$ cat src/rtl/tsphase_det.sv
`timescale 1ns/1ps
module tsphase_det #(
  parameter int TS_W         = 32,
  parameter int CNT_W        = 16,
  parameter int ERR_W        = 16,
  parameter int PERIOD_TICKS = 8
) (
  input  logic                    clk,
  input  logic                    rst,
  input  logic                    ref_stb,
  input  logic                    fb_stb,
  output logic                    err_valid,
  output logic signed [ERR_W-1:0] err_word,
  output logic                    err_ovf,
  output logic signed [CNT_W-1:0] edge_lead
);
  localparam int PW   = $clog2(PERIOD_TICKS + 1) + 1;
  localparam int WIDE = TS_W + CNT_W + PW + 1;
  localparam logic signed [WIDE-1:0] MAXV = {{(WIDE-ERR_W+1){1'b0}}, {(ERR_W-1){1'b1}}};
  localparam logic signed [WIDE-1:0] MINV = {{(WIDE-ERR_W+1){1'b1}}, {(ERR_W-1){1'b0}}};
  localparam logic signed [ERR_W-1:0] MAXC = {1'b0, {(ERR_W-1){1'b1}}};
  localparam logic signed [ERR_W-1:0] MINC = {1'b1, {(ERR_W-1){1'b0}}};
  localparam logic signed [WIDE-1:0] PER = WIDE'(PERIOD_TICKS);

  logic [TS_W-1:0]  tick, ref_ts, fb_ts;
  logic [CNT_W-1:0] ref_cnt, fb_cnt;
  logic             ref_seen, fb_seen;

  wire [TS_W-1:0]  ref_ts_n   = ref_stb ? tick : ref_ts;
  wire [TS_W-1:0]  fb_ts_n    = fb_stb ? tick : fb_ts;
  wire [CNT_W-1:0] ref_cnt_n  = ref_cnt + CNT_W'(ref_stb);
  wire [CNT_W-1:0] fb_cnt_n   = fb_cnt + CNT_W'(fb_stb);
  wire             both_seen  = (ref_seen | ref_stb) & (fb_seen | fb_stb);
  wire             evt        = (ref_stb | fb_stb) & both_seen;
  wire [TS_W-1:0]  ts_diff    = ref_ts_n - fb_ts_n;
  wire [CNT_W-1:0] lead_n     = ref_cnt_n - fb_cnt_n;

  logic signed [WIDE-1:0] ts_wide, lead_wide, raw;
  logic signed [ERR_W-1:0] err_next;
  logic over;

  always_comb begin
    ts_wide   = WIDE'($signed(ts_diff));
    lead_wide = WIDE'($signed(lead_n));
    raw       = ts_wide - lead_wide * PER;
    over      = (raw > MAXV) || (raw < MINV);
    if (raw > MAXV)      err_next = MAXC;
    else if (raw < MINV) err_next = MINC;
    else                 err_next = raw[ERR_W-1:0];
  end

  assign edge_lead = ref_cnt - fb_cnt;

  always_ff @(posedge clk) begin
    if (rst) begin
      tick      <= '0;
      ref_ts    <= '0;
      fb_ts     <= '0;
      ref_cnt   <= '0;
      fb_cnt    <= '0;
      ref_seen  <= 1'b0;
      fb_seen   <= 1'b0;
      err_valid <= 1'b0;
      err_word  <= '0;
      err_ovf   <= 1'b0;
    end else begin
      tick      <= tick + 1'b1;
      ref_ts    <= ref_ts_n;
      fb_ts     <= fb_ts_n;
      ref_cnt   <= ref_cnt_n;
      fb_cnt    <= fb_cnt_n;
      ref_seen  <= ref_seen | ref_stb;
      fb_seen   <= fb_seen | fb_stb;
      err_valid <= evt;
      if (evt) err_word <= err_next;
      err_ovf   <= err_ovf | (evt & over);
    end
  end

  AST_VALID_CAUSE: assert property (@(posedge clk) disable iff (rst)
    err_valid |-> $past(ref_stb || fb_stb));

  AST_ERR_HOLD: assert property (@(posedge clk) disable iff (rst)
    (!err_valid && !$past(rst)) |-> $stable(err_word));

  AST_LEAD_STEP: assert property (@(posedge clk) disable iff (rst)
    (ref_stb && !fb_stb) |=> (edge_lead == $past(edge_lead) + CNT_W'(1)));

  AST_OVF_STICKY: assert property (@(posedge clk) disable iff (rst)
    err_ovf |=> err_ovf);

  AST_CLAMP_CODE: assert property (@(posedge clk) disable iff (rst)
    (err_valid && !$past(rst) && $rose(err_ovf)) |-> (err_word == MAXC || err_word == MINC));
endmodule

$ cat config.mk
export PLATFORM = sky130hd
export DESIGN_NAME = tsphase_det
export DESIGN_NICKNAME = d
export VERILOG_FILES = /design/src/rtl/tsphase_det.sv
export SDC_FILE = /design/constraint.sdc
export NUM_CORES = 1
export LEC_CHECK = 0
export BUFFER_PORTS_ARGS = -buffer_cell sky130_fd_sc_hd__buf_2
export CORE_AREA = 4 4 143 145
export CTS_BUF_LIST = sky130_fd_sc_hd__clkbuf_8
export DETAILED_ROUTE_END_ITERATION = 10
export DIE_AREA = 0 0 147 149
export GPL_ROUTABILITY_DRIVEN = 1
export GPL_TIMING_DRIVEN = 0
export HOLD_SLACK_MARGIN = 0.03
export PLACE_DENSITY_LB_ADDON = 0.05
export SLEW_MARGIN = 20
export SYNTH_ARGS = -nofsm -noshare
export SYNTH_HDL_FRONTEND = slang
export SYNTH_SLANG_ARGS = --single-unit
$ cat constraint.sdc
create_clock -name clk -period 6.81 [get_ports clk]
set_clock_uncertainty 0.1 [all_clocks]
set_input_delay 0.681 -clock clk [delete_from_list [all_inputs] [get_ports clk]]
set_output_delay 0.681 -clock clk [all_outputs]
set_load 0.03 [all_outputs]
# --- Word level (Yosys, flattened, before mapping) ---
# Cells that the tools add are included.
# W data, S select, Z words.
word_totals:
  out_inout_bits: 34
  inputBits: 4
  reg_bits: 148
  wordCells: 31
classes:
  magnitude_cmp: 2
  bitwise: 7
  n_addsub: 7
  n_mux: 4
  reduce_logical: 1
op_table:
  columns: ["operator", "n"]
  rows:
  - ["$mux W32", 2]
  - ["$gt A33 B16 Y1 const B", 1]
  - ["$lt A33 B16 Y1 const B", 1]
  - ["$sub A32 B19 Y33", 1]
  - ["$add A16 B1 Y16", 2]
  - ["$add A32 B1 Y32 const B", 1]
  - ["$mux W16", 2]
  - ["$sub A16 B16 Y16", 2]
  - ["$sub A32 B32 Y32", 1]
  - ["$or A1 B1 Y1", 4]
  - ["$and A1 B1 Y1", 3]
  - ["$logic_or A1 B1 Y1", 1]

# --- Depth between registers and ports, before layout ---
# Gate-level depths: netlist of run 1.
depth:
  word_depth: 7
  mapped_depth: 34
  ltp_nobuf: 31

# --- Least setup slack after synthesis of run 1 ---
# No wires, ideal clock.
synth_path:
  kind: "in2reg"
  startpoint: "input ref_stb"
  endpoint: "register err_word[10]"
  setup_time_ps: 143
  arrival_time_ps: 6812
  path_buffers: 3
  t_required_ps: 6567
  slack_ps: -245
  path_stages: 31
  cell_sequence: "ha_1 -> ha_1 -> fa_1 -> maj3_1 -> a21oi_1 -> maj3_1 -> a211oi_1 -> o21ai_0 -> a21oi_1 -> o21ai_0 -> a21oi_1 -> nor3_1 -> o21ai_0 -> ha_1 -> a21o_1 -> a21o_1 -> a21o_1 -> or4_1 -> and2_1 -> clkbuf_1 -> a31oi_1 -> nor3_1 -> nor3_1 -> o211ai_1 -> xor2_1 -> or3_1 -> o41ai_1 -> and2_1 -> buf_4 -> buf_12 -> a211oi_2"
synth_via:
  elab_chain_len: 6
  elab_cells_between_ends: 13
  cone_classes: "4 x add/sub; 2 x order compare; 3 x mux; 4 x bitwise"
synth_lines:
  columns: ["element", "line_no", "rtl"]
  rows:
  - ["start, declared", "10", "input logic ref_stb,"]
  - ["$add A16 B1 Y16 *", "31", "wire [CNT_W-1:0] ref_cnt_n = ref_cnt + CNT_W'(ref_stb);"]
  - ["named net ref_cnt_n[1]", "31", null]
  - ["$sub A16 B16 Y16 *", "36", "wire [CNT_W-1:0] lead_n = ref_cnt_n - fb_cnt_n;"]
  - ["$sub A32 B19 Y33 *", "45", "raw = ts_wide - lead_wide * PER;"]
  - ["$lt A33 B16 Y1", "48", "else if (raw < MINV) err_next = MINC;"]
  - ["$mux W16", "48", null]
  - ["$mux W16 *", "47", "if (raw > MAXV) err_next = MAXC;"]
  - ["end signal, assigned", "75", "if (evt) err_word <= err_next;"]
  - ["end, declared", "13", "output logic signed [ERR_W-1:0] err_word,"]
# Mark *: on every way through the listed nets, which the timed path passes. The rest lies on a longest branch.
# A chain may end at the register's enable or synchronous reset.

# --- Final worst setup path of run 1 ---
layout_path:
  startpoint: "input ref_stb"
  endpoint: "register err_word[3]"
# The elaborated chain is that of the path after synthesis.

==> results.md, run 1 <==
- Area growth syn-to-layout: 17.5%
- Pin count of the biggest net entering global routing: 20
- Fillers: 1585
- H-tree levels: 4
- Syn avg cell area: 8.21 um^2
- Total power after layout: 0.00397 W
- IO Count: 38
- Slowest-stage cell, CP: or4b_4
- DIE HEIGHT: 149 um
- CTS Buf Count: 17
- RSZ-0062 raised after global routing: true
- Final hold vios: 0
- Die ar.: 21900 um^2
- Core area: 19200 um^2
- Worst-Margin Slew: 932 ps
- Setup crit end kind: flip-flop
- Cell taking the most area after synthesis: dfxtp_1
- Buf+Inv Stages, Crit Path: 5
- Util after Layout: 67.9%
- Detail Route Antenna Nets: 0
- First-pass GRT wire length: 47100 um
- Total Routed Length: 29600 um
- Max incr delay on CP: 570 ps
- Final HPWL from detailed placement: 22000 um
- Iter 0 DRT Violations: 589
- Gate Count Post-Synth: 1352
- Row count: 51
- CTS Root Cell: clkbuf_8
- Drt drc: 0
- Relative slew slack: 37.9%
- Largest cells by area after synthesis: dfxtp_1 27%, ha_1 10%, nor2_1 6.1%
- M1 GR Usage: 33.8%
- # nets final: 1538
- Tmin final: 6750 ps
- Max-cap viol count: 0
- Die X: 147 um
- N_diodes: 0
- Met3 usage: 3.95%
- Count leader, synth: nor2_1
- Asr flop ratio synth: 0%
- TritonCTS clock tree: yes
- Syn_nets: 1449
- Worst-Skew Late Latency: 470 ps
- HP Class: reg2reg
- Initial core utilization: 57.8%
- Count of input and output buffers: 36
- Met2 usage: 45.6%
- Most Frequent Cell on Critical Path: o21ai_2
- Distinct cells, synth: 81
- Lkg Pwr: 5.62 nW
- # setup viols final: 0
- Max clock buf depth: 2
- Post-synth EDFFs: 0
- Crit Path Category: in2reg
- WP data arrival: 7040 ps
- Peak VDD IR: 0.000218 V
- Ys Warns: 0
- CP Launch Type: input pin
- Top_reg_cell synth: dfxtp_1
- Worst-path fanout max: 6
- Initial antenna violation count: 0
- Pre-antenna DRT Iters: 5
- Layer with the highest usage: met2
- Gr usage total: 26.4%
- Worst-path clk slew: 90 ps
- Flops & latches, synth: 148
- Via Count: 9932
- Register area share after synthesis: 26.7%
- Clock tree sinks: 148
- Gr ovfl total: 0
- Max Transition Viols Final: 0
- Crit path required time: 7100 ps
- Most common library cells after synthesis: 181 x nor2_1, 148 x dfxtp_1, 89 x ha_1, 84 x nand2_1, 68 x a21oi_1
- P per Cell Area: 304 nW/um^2
- Via density per instance: 5.78
- Fmax: 148 MHz
- GPL Wtd Cong: 0.907
- Tcrit/Tclk final: 99.1%
- Routed len/inst: 17.2 um
- Status: completed
- Yosys top cell area share: 26.7%
- CTS Hold Bufs: 0
- Mapped cell area: 11100 um^2
- Critical path's top delay family: compound AO/OA/AOI/OAI gates
- Share of cells above drive strength 1: 20.0%
- Number of global-route vias before repair: 9473
## cells in the final DEF (no fill, tap or decap), types with 13 or more instances in the layout
cell / n
a21oi_1: 58
buf_2: 35
nand4_1: 22
clkbuf_8: 18
nor3_1: 17
nor2b_1: 13
xor2_1: 47
a211oi_2: 15
nand3_1: 43
mux2i_1: 33
xnor2_1: 58
o21a_1: 16
nor2_1: 177
o21ai_0: 50
and3_1: 16
clkbuf_1: 30
buf_4: 36
a21o_1: 34
nand2_1: 81
mux2_2: 32
and2_1: 51
or3_1: 14
nand2b_1: 25
dfxtp_1: 138
ha_1: 77
inv_1: 51
o211ai_1: 18
## routing by layer
| layer | part of all wire, % | vias up |
|---|---|---|
| li1 | - | 4972 |
| met1 | 46 | 4686 |
| met2 | 48 | 221 |
| met3 | 3.8 | 53 |
| met4 | 2.9 | 0 |
| met5 | 0 | - |
## state kept, by name (all words and copies together) (netlist names)
register	flops
ref_cnt	16
fb_seen	1
tick	32
ref_seen	1
err_ovf	1
fb_ts	32
fb_cnt	16
err_word	16
err_valid	1
ref_ts	32
## power by group
part	switching [W]	internal, W
combinational	0.00135	0.00102
sequential	0.0000267	0.000896
clock	0.000392	0.000279
total	0.00177	0.00220
## metrics by stage
step                instances  setup slack [ps]  setup TNS, ps  hold WS [ps]  instance area (um^2)
finish                   1719              62.7              0           376                 13000
global route             1719              -230          -3030           407                 13000
CTS                      1702             0.917              0           380                 12400
detailed placement       1653             -1490         -23460           361                 11600
global placement         1653             -1470         -23120           346                 11600
floorplan                1352              1.24              0           335                 11100
## final timing paths
kind	depth (start not counted)	from	endpoint	slack, ps
max reg2reg	29	ref_cnt[0]	err_word[3]	70
max	33	ref_stb	err_word[3]	60
min	2	ref_seen	ref_seen	380
min reg2reg	2	ref_seen	ref_seen	380
## tightest hold or removal path, cell delays in order (launching register included)
cell	delay, ps
dfxtp_1	320
nor2_1	80
nor2_1	40
## cell families (layout without fill, tap and decap cells)
kind of cell | Yosys count | after routing | synth area share, %
fa+ha+maj | 95 | 95 | 10.9
buf+inv | 108 | 210 | 4.33
simple gates | 520 | 520 | 23.3
mux | 69 | 69 | 6.58
xor+xnor | 116 | 116 | 9.45
flops | 148 | 148 | 26.7
compound gates | 296 | 296 | 18.8
## cell type report
cell class	instances	area, um^2	area share, %
Buffer	49	339	2.60
Clock buffer	18	248	1.90
Clock inverter	14	130	0.998
Inverter	54	210	1.61
Multi-Input combinational cell	1096	8260	63.3
Sequential cell	148	2980	22.9
Tap cell	265	332	2.54
Timing Repair Buffer	75	542	4.16
## repair_timing
action                                 4_1_cts  5_1_grt
pin swaps                                   28       54
cloned                                       1        1
buffers inserted                            19       18
endpoints found under the hold margin        0        0
resized for setup                           60       99
setup endpoints to repair                   17       16
(Power assumes the default switching activity.)
==> run 2, diff against run 1 <==
--- a/config.mk
+++ b/config.mk
@@ -7,8 +7,8 @@
 export LEC_CHECK = 0
 export BUFFER_PORTS_ARGS = -buffer_cell sky130_fd_sc_hd__buf_2
-export CORE_AREA = 4 4 143 145
+export CORE_AREA = 4 4 184 186
 export CTS_BUF_LIST = sky130_fd_sc_hd__clkbuf_8
 export DETAILED_ROUTE_END_ITERATION = 10
-export DIE_AREA = 0 0 147 149
+export DIE_AREA = 0 0 188 190
 export GPL_ROUTABILITY_DRIVEN = 1
 export GPL_TIMING_DRIVEN = 0
==> constraint.sdc (replaced) <==
create_clock -name clk -period 6.81 [get_ports clk]
set_clock_uncertainty 0.1 [all_clocks]
set_input_delay 1.0215 -clock clk [delete_from_list [all_inputs] [get_ports clk]]
set_output_delay 1.0215 -clock clk [all_outputs]
set_load 0.03 [all_outputs]
==> results.md, run 2 (synthesis gave the netlist of run 1 again) <==
- # setup viols final: 5 (+5)
- H-tree levels: 4 (unchanged)
- Pre-antenna DRT Iters: 5 (unchanged)
- Max Transition Viols Final: 0 (unchanged)
- Final hold vios: 0 (unchanged)
- Worst-path clk slew: 90 ps (about the same)
- Fillers: 3320 (+110%)
- Tmin final: 6820 ps (+71.5 ps)
- Max incr delay on CP: 430 ps (-140 ps)
- TritonCTS clock tree: yes
- Die ar.: 35700 um^2 (+63%)
- Final instance area: 13500 um^2 (+3.5%)
- Worst-Margin Slew: 957 ps (+25.6 ps)
- IO Count: 38 (unchanged)
- Peak VDD IR: 0.000216 V (-0.61%)
- Slowest-stage cell, CP: or4_4
- Commonest non-fill, non-tap cells in the layout: 177 x nor2_1, 144 x dfxtp_1, 82 x nand2_1
- Crit Path Category: in2reg
- Final worst slack: -8.82 ps (-71.5 ps)
- Row count: 66 (+29%)
- Setup crit end kind: flip-flop
- RR Endpoint: err_word[9]
- Total Routed Length: 32800 um (+11%)
- Pin count of the biggest net entering global routing: 20 (unchanged)
- Core area: 32300 um^2 (+68%)
- Relative slew slack: 36.2% (-1.7 points)
- Clock tree sinks: 148 (unchanged)
- Tcrit/Tclk final: 100% (+1.1 points)
- Util after Layout: 41.8% (-26 points)
- Max-cap viol count: 0 (unchanged)
- Total power after layout: 0.00408 W (+2.7%)
- Biggest regs: fb_ts (32), ref_ts (32), tick (32)
- Status: complete, but fails checks
- Lkg Pwr: 5.73 nW (+2.1%)
- Initial antenna violation count: 0 (unchanged)
- Number of global-route vias before repair: 9436 (-0.39%)
- First-pass GRT wire length: 52900 um (+12%)
- CP startpoint: ref_stb
- CTS Buf Count: 17 (unchanged)
- CP Launch Type: input pin
- Drt drc: 0 (unchanged)
- Via Count: 9757 (-1.8%)
- DP Area: 12000 um^2 (+3.0%)
- Critical path's top delay family: compound AO/OA/AOI/OAI gates
- Final HPWL from detailed placement: 25000 um (+14%)
- Gr ovfl total: 0 (unchanged)
- Via density per instance: 5.12 (-11%)
- Worst R2R Path Depth: 28 (-3.4%)
- Initial core utilization: 34.4% (-23 points)
- CTS Hold Bufs: 0 (unchanged)
- Worst-path fanout max: 5 (-1)
- P per Cell Area: 302 nW/um^2 (-0.81%)
- N_diodes: 0 (unchanged)
- HP Class: reg2reg
- Hold path depth: 2 (unchanged)
- # nets final: 1548 (+0.65%)
- Routed len/inst: 17.2 um (about the same)
- WP data arrival: 7070 ps (+30 ps)
- GPL Wtd Cong: 0.813 (-10%)
- Detail Route Antenna Nets: 0 (unchanged)
- DIE HEIGHT: 190 um (+28%)
- Hold Worst Slack: 376 ps (-0.128 ps)
- Buf+Inv Stages, Crit Path: 3 (-2)
- Commonest non-fill, non-tap cell in the layout: nor2_1
- Iter 0 DRT Violations: 476 (-19%)
- Hold path endpoint: ref_seen
- Fmax: 147 MHz (-1.0%)
- Gr usage total: 18.5% (-7.9 points)
- Failing checks: negative setup slack
- Worst-Skew Late Latency: 480 ps (about the same)
- Max clock buf depth: 2 (unchanged)
- Crit path required time: 7060 ps (-40 ps)
- RSZ-0062 raised after global routing: true
- Count of input and output buffers: 36 (unchanged)
- Share of cells above drive strength 1: 20.1% (+0.068 points)
- HP Start: ref_seen
- Die X: 188 um (+28%)
- Worst R2R Setup Slack: 110 ps (+40 ps)
- CTS Root Cell: clkbuf_8
- FF-to-FF Start: ref_cnt[6]
- Post-place setup slack: -1440 ps (+55.5 ps)
- Area growth syn-to-layout: 21.6%
run 2: cell count changes in the layout (fill, tap and decap cells not counted), moves of 3 or more:
cell	previous run	this run
buf_4	36	41
dfxtp_1	138	144
dfxtp_2	8	4
mux2_2	32	29
inv_8	4	0
xnor2_1	58	61
inv_6	6	1
nand2_2	7	10
mux2_4	0	3
xnor2_2	6	3
buf_12	5	13
nand2_4	4	0
bufinv_16	0	5
run 2: cell type report:
cell class	count	area, um^2	share of cell area, %
flip-flops and latches	148	2970	22.0
plain buffers	49	405	3.00
multi-input cells	1096	8220	60.9
repair buffers	85	686	5.08
well taps	442	553	4.10
clock inverters	14	210	1.56
clock buffers	18	248	1.84
inverters	54	208	1.54
run 2: worst max path at each step:
| stage | end | slack, ps | cells past startpoint |
|---|---|---|---|
| after CTS | err_ovf | -10 | 32 |
| after global placement | err_word[12] | -1510 | 31 |
| after floorplan | err_word[10] | -80 | 32 |
| after detailed placement | err_word[13] | -1440 | 31 |
| final | err_word[9] | -9 | 31 |
| after global routing | err_word[10] | -270 | 31 |
run 2: power breakdown:
| part | internal (W) | total [W] | switching, W |
|---|---|---|---|
| registers | 0.000896 | 0.000924 | 0.0000279 |
| clock network | 0.000445 | 0.000827 | 0.000382 |
| logic | 0.00103 | 0.00233 | 0.00130 |
| total | 0.00237 | 0.00408 | 0.00171 |
run 2: tightest hold or removal path: stages (launching register included):
cell     delay [ps]
dfxtp_1         340
nor2_1           40
nor2_1           60
run 2: metal layers:
metal / routed length (um) / up-vias / track usage [%] / part of all wire, %
li1: - / 4987 / - / -
met1: 16900 / 4633 / 26.3 / 52
met2: 14800 / 115 / 29.7 / 45
met3: 744 / 22 / 2.77 / 2.3
met4: 379 / 0 / 4.26 / 1.2
met5: 0 / - / 0 / 0
run 2: what timing repair did:
item / 4_1_cts / 5_1_grt
setup endpoints to repair: 16 / 16
gates cloned: 1 / 1
setup buffers: 39 / 8
pin swaps: 51 / 24
resized for setup: 102 / 28
run 2: through the flow:
stage	setup TNS, ps	cells
6_report	-24.9	1906
5_1_grt	-4070	1906
4_1_cts	-23.8	1897
3_5_place_dp	-22290	1830
3_3_place_gp	-23390	1830
2_1_floorplan	-723	1352
==> run 3, diff against run 2 <==
TNS_END_PERCENT = 20   (was default)
==> results.md, run 3 (synthesis gave the netlist of run 1 again) <==
- Worst-Margin Slew: 929 ps (-28.2 ps)
- CTS Root Cell: clkbuf_8
- # setup viols final: 14 (+9)
- Status: complete, but fails checks
- WP data arrival: 7180 ps (+110 ps)
- Max-cap viol count: 0 (unchanged)
- Peak VDD IR: 0.000196 V (-9.5%)
- Gate power share: 57.4% (+0.4 points)
- Gr usage total: 18.2% (-0.27 points)
- Die X: 188 um (unchanged)
- Clock tree sinks: 148 (unchanged)
- Detail Route Antenna Nets: 0 (unchanged)
- HP Class: reg2reg
- Count of input and output buffers: 36 (unchanged)
- Power share of the clock group: 19.6% (-0.7 points)
- Initial antenna violation count: 1 (+1)
- Crit Path Category: in2reg
- Util after Layout: 41.5% (-0.33 points)
- Gr ovfl total: 0 (unchanged)
- CP Launch Type: input pin
- Max Transition Viols Final: 0 (unchanged)
- Total Routed Length: 32600 um (-0.65%)
- # nets final: 1547 (-0.065%)
- Share of cells above drive strength 1: 20.4% (+0.36 points)
- Total power after layout: 0.00401 W (-1.7%)
- Sw Pwr: 0.00170 W (-0.57%)
- Initial core utilization: 34.4% (unchanged)
- Max clock buf depth: 2 (unchanged)
- Iter 0 DRT Violations: 478 (+0.42%)
- Drt drc: 0 (unchanged)
- CTS Hold Bufs: 0 (unchanged)
- Fillers: 3248 (-2.2%)
- Die ar.: 35700 um^2 (unchanged)
- DIE HEIGHT: 190 um (unchanged)
- Area growth syn-to-layout: 20.6%
- Tmin final: 6940 ps (+125 ps)
- Routed len/inst: 17.1 um (-0.59%)
- Setup TNS: -1510 ps (-1480 ps)
- DP Area: 12000 um^2 (unchanged)
- Setup crit end kind: flip-flop
- Via Count: 9676 (-0.83%)
- Via density per instance: 5.08 (-0.78%)
- Final hold vios: 0 (unchanged)
- Crit path required time: 7050 ps (about the same)
- Tcrit/Tclk final: 102% (+1.8 points)
- Core area: 32300 um^2 (unchanged)
- Final instance area: 13400 um^2 (-0.79%)
- Lkg Pwr: 5.71 nW (-0.38%)
- Biggest regs: fb_ts (32), ref_ts (32), tick (32)
- Worst-Skew Late Latency: 480 ps (about the same)
- Number of global-route vias before repair: 9307 (-1.4%)
- Internal power: 0.00231 W (-2.5%)
- Final worst slack: -134 ps (-125 ps)
- N_diodes: 0 (unchanged)
- RSZ-0062 raised after global routing: true
- Sw Ratio: 42.3% (+0.48 points)
- GPL Wtd Cong: 0.825 (+1.6%)
- Worst-path clk slew: 90 ps (about the same)
- Worst-path fanout max: 10 (+5)
- Sequential share of power: 23.0% (+0.3 points)
- Commonest non-fill, non-tap cell in the layout: nor2_1
- Fmax: 144 MHz (-1.8%)
- Failing checks: negative setup slack
- Pre-antenna DRT Iters: 5 (unchanged)
- Row count: 66 (unchanged)
- H-tree levels: 4 (unchanged)
- Final HPWL from detailed placement: 25000 um (about the same)
- IO Count: 38 (unchanged)
- P per Cell Area: 299 nW/um^2 (-0.91%)
- TritonCTS clock tree: yes
- Commonest non-fill, non-tap cells in the layout: 177 x nor2_1, 143 x dfxtp_1, 82 x nand2_1
- Pin count of the biggest net entering global routing: 20 (unchanged)
- Relative slew slack: 38.1% (+1.9 points)
- First-pass GRT wire length: 52200 um (-1.3%)
- CTS Buf Count: 17 (unchanged)
==> run 3: layout make-up <==
class                           count  area [um^2]  share of cell area (%)
Multi-Input combinational cell   1096         8200                    61.3
Timing Repair Buffer               84          636                    4.75
Tap cell                          442          553                    4.13
Buffer                             49          385                    2.88
Inverter                           54          210                    1.57
Sequential cell                   148         2970                    22.2
Clock inverter                     14          185                    1.38
Clock buffer                       18          248                    1.85
==> run 3: metal layers <==
metal  wire length (um)  share of wire, %  GRT usage (%)  up-vias
li1                   -                 -              -     4997
met1              16900                52           26.0     4559
met2              14600                45           29.5      104
met3                761               2.3           2.64       16
met4                329               1.0           3.64        0
met5                  0                 0              0        -
==> run 3: power groups by stage <==
| stage | logic [W] | registers, W | clock network, W |
|---|---|---|---|
| 2_1_floorplan | 0.00144 | 0.000983 | 0 |
| 3_3_place_gp | 0.00191 | 0.000944 | 0 |
| 3_5_place_dp | 0.00191 | 0.000943 | 0 |
| 4_1_cts | 0.00221 | 0.000924 | 0.000812 |
| 5_1_grt | 0.00251 | 0.000927 | 0.000844 |
| 6_report | 0.00230 | 0.000923 | 0.000785 |
==> run 3: worst paths after layout <==
check	start	end	slack (ps)	cells past startpoint
max reg2reg	ref_cnt[1]	err_word[5]	50	28
min	ref_seen	ref_seen	380	2
min reg2reg	ref_seen	ref_seen	380	2
max	ref_stb	err_word[5]	-130	28
==> run 3: metrics by stage <==
stage / hold slack, ps / setup slack, ps / instances
after CTS: 379 / -52.2 / 1888
after detailed placement: 360 / -1490 / 1830
after global placement: 348 / -1490 / 1830
after floorplan: 335 / -78.1 / 1352
after global routing: 427 / -303 / 1905
final: 381 / -134 / 1905
==> run 3: timing repair <==
action	4_1_cts	5_1_grt
gates cloned	1	2
setup endpoints to repair	16	16
resized for setup	94	40
setup buffers	28	17
pin swaps	57	38
==> run 3: critical path, cell delays in order <==
cell and delay, ps:
buf_12 110, clkbuf_16 150, buf_12 150, mux2_4 320, ha_4 260, nor2b_2 160, o2111a_2 280, o21a_1 250
or3_4 400, a21o_1 200, a21oi_2 150, xnor2_1 90, ha_1 240, a21o_1 180, a21o_1 190, a21o_1 190
or4_4 440, and2_4 190, a31oi_4 180, nor3_2 70, nor3_2 240, o211ai_1 130, xor2_1 180, or3_4 400
o41ai_4 450, and2_4 310, clkbuf_16 170, a211oi_2 60
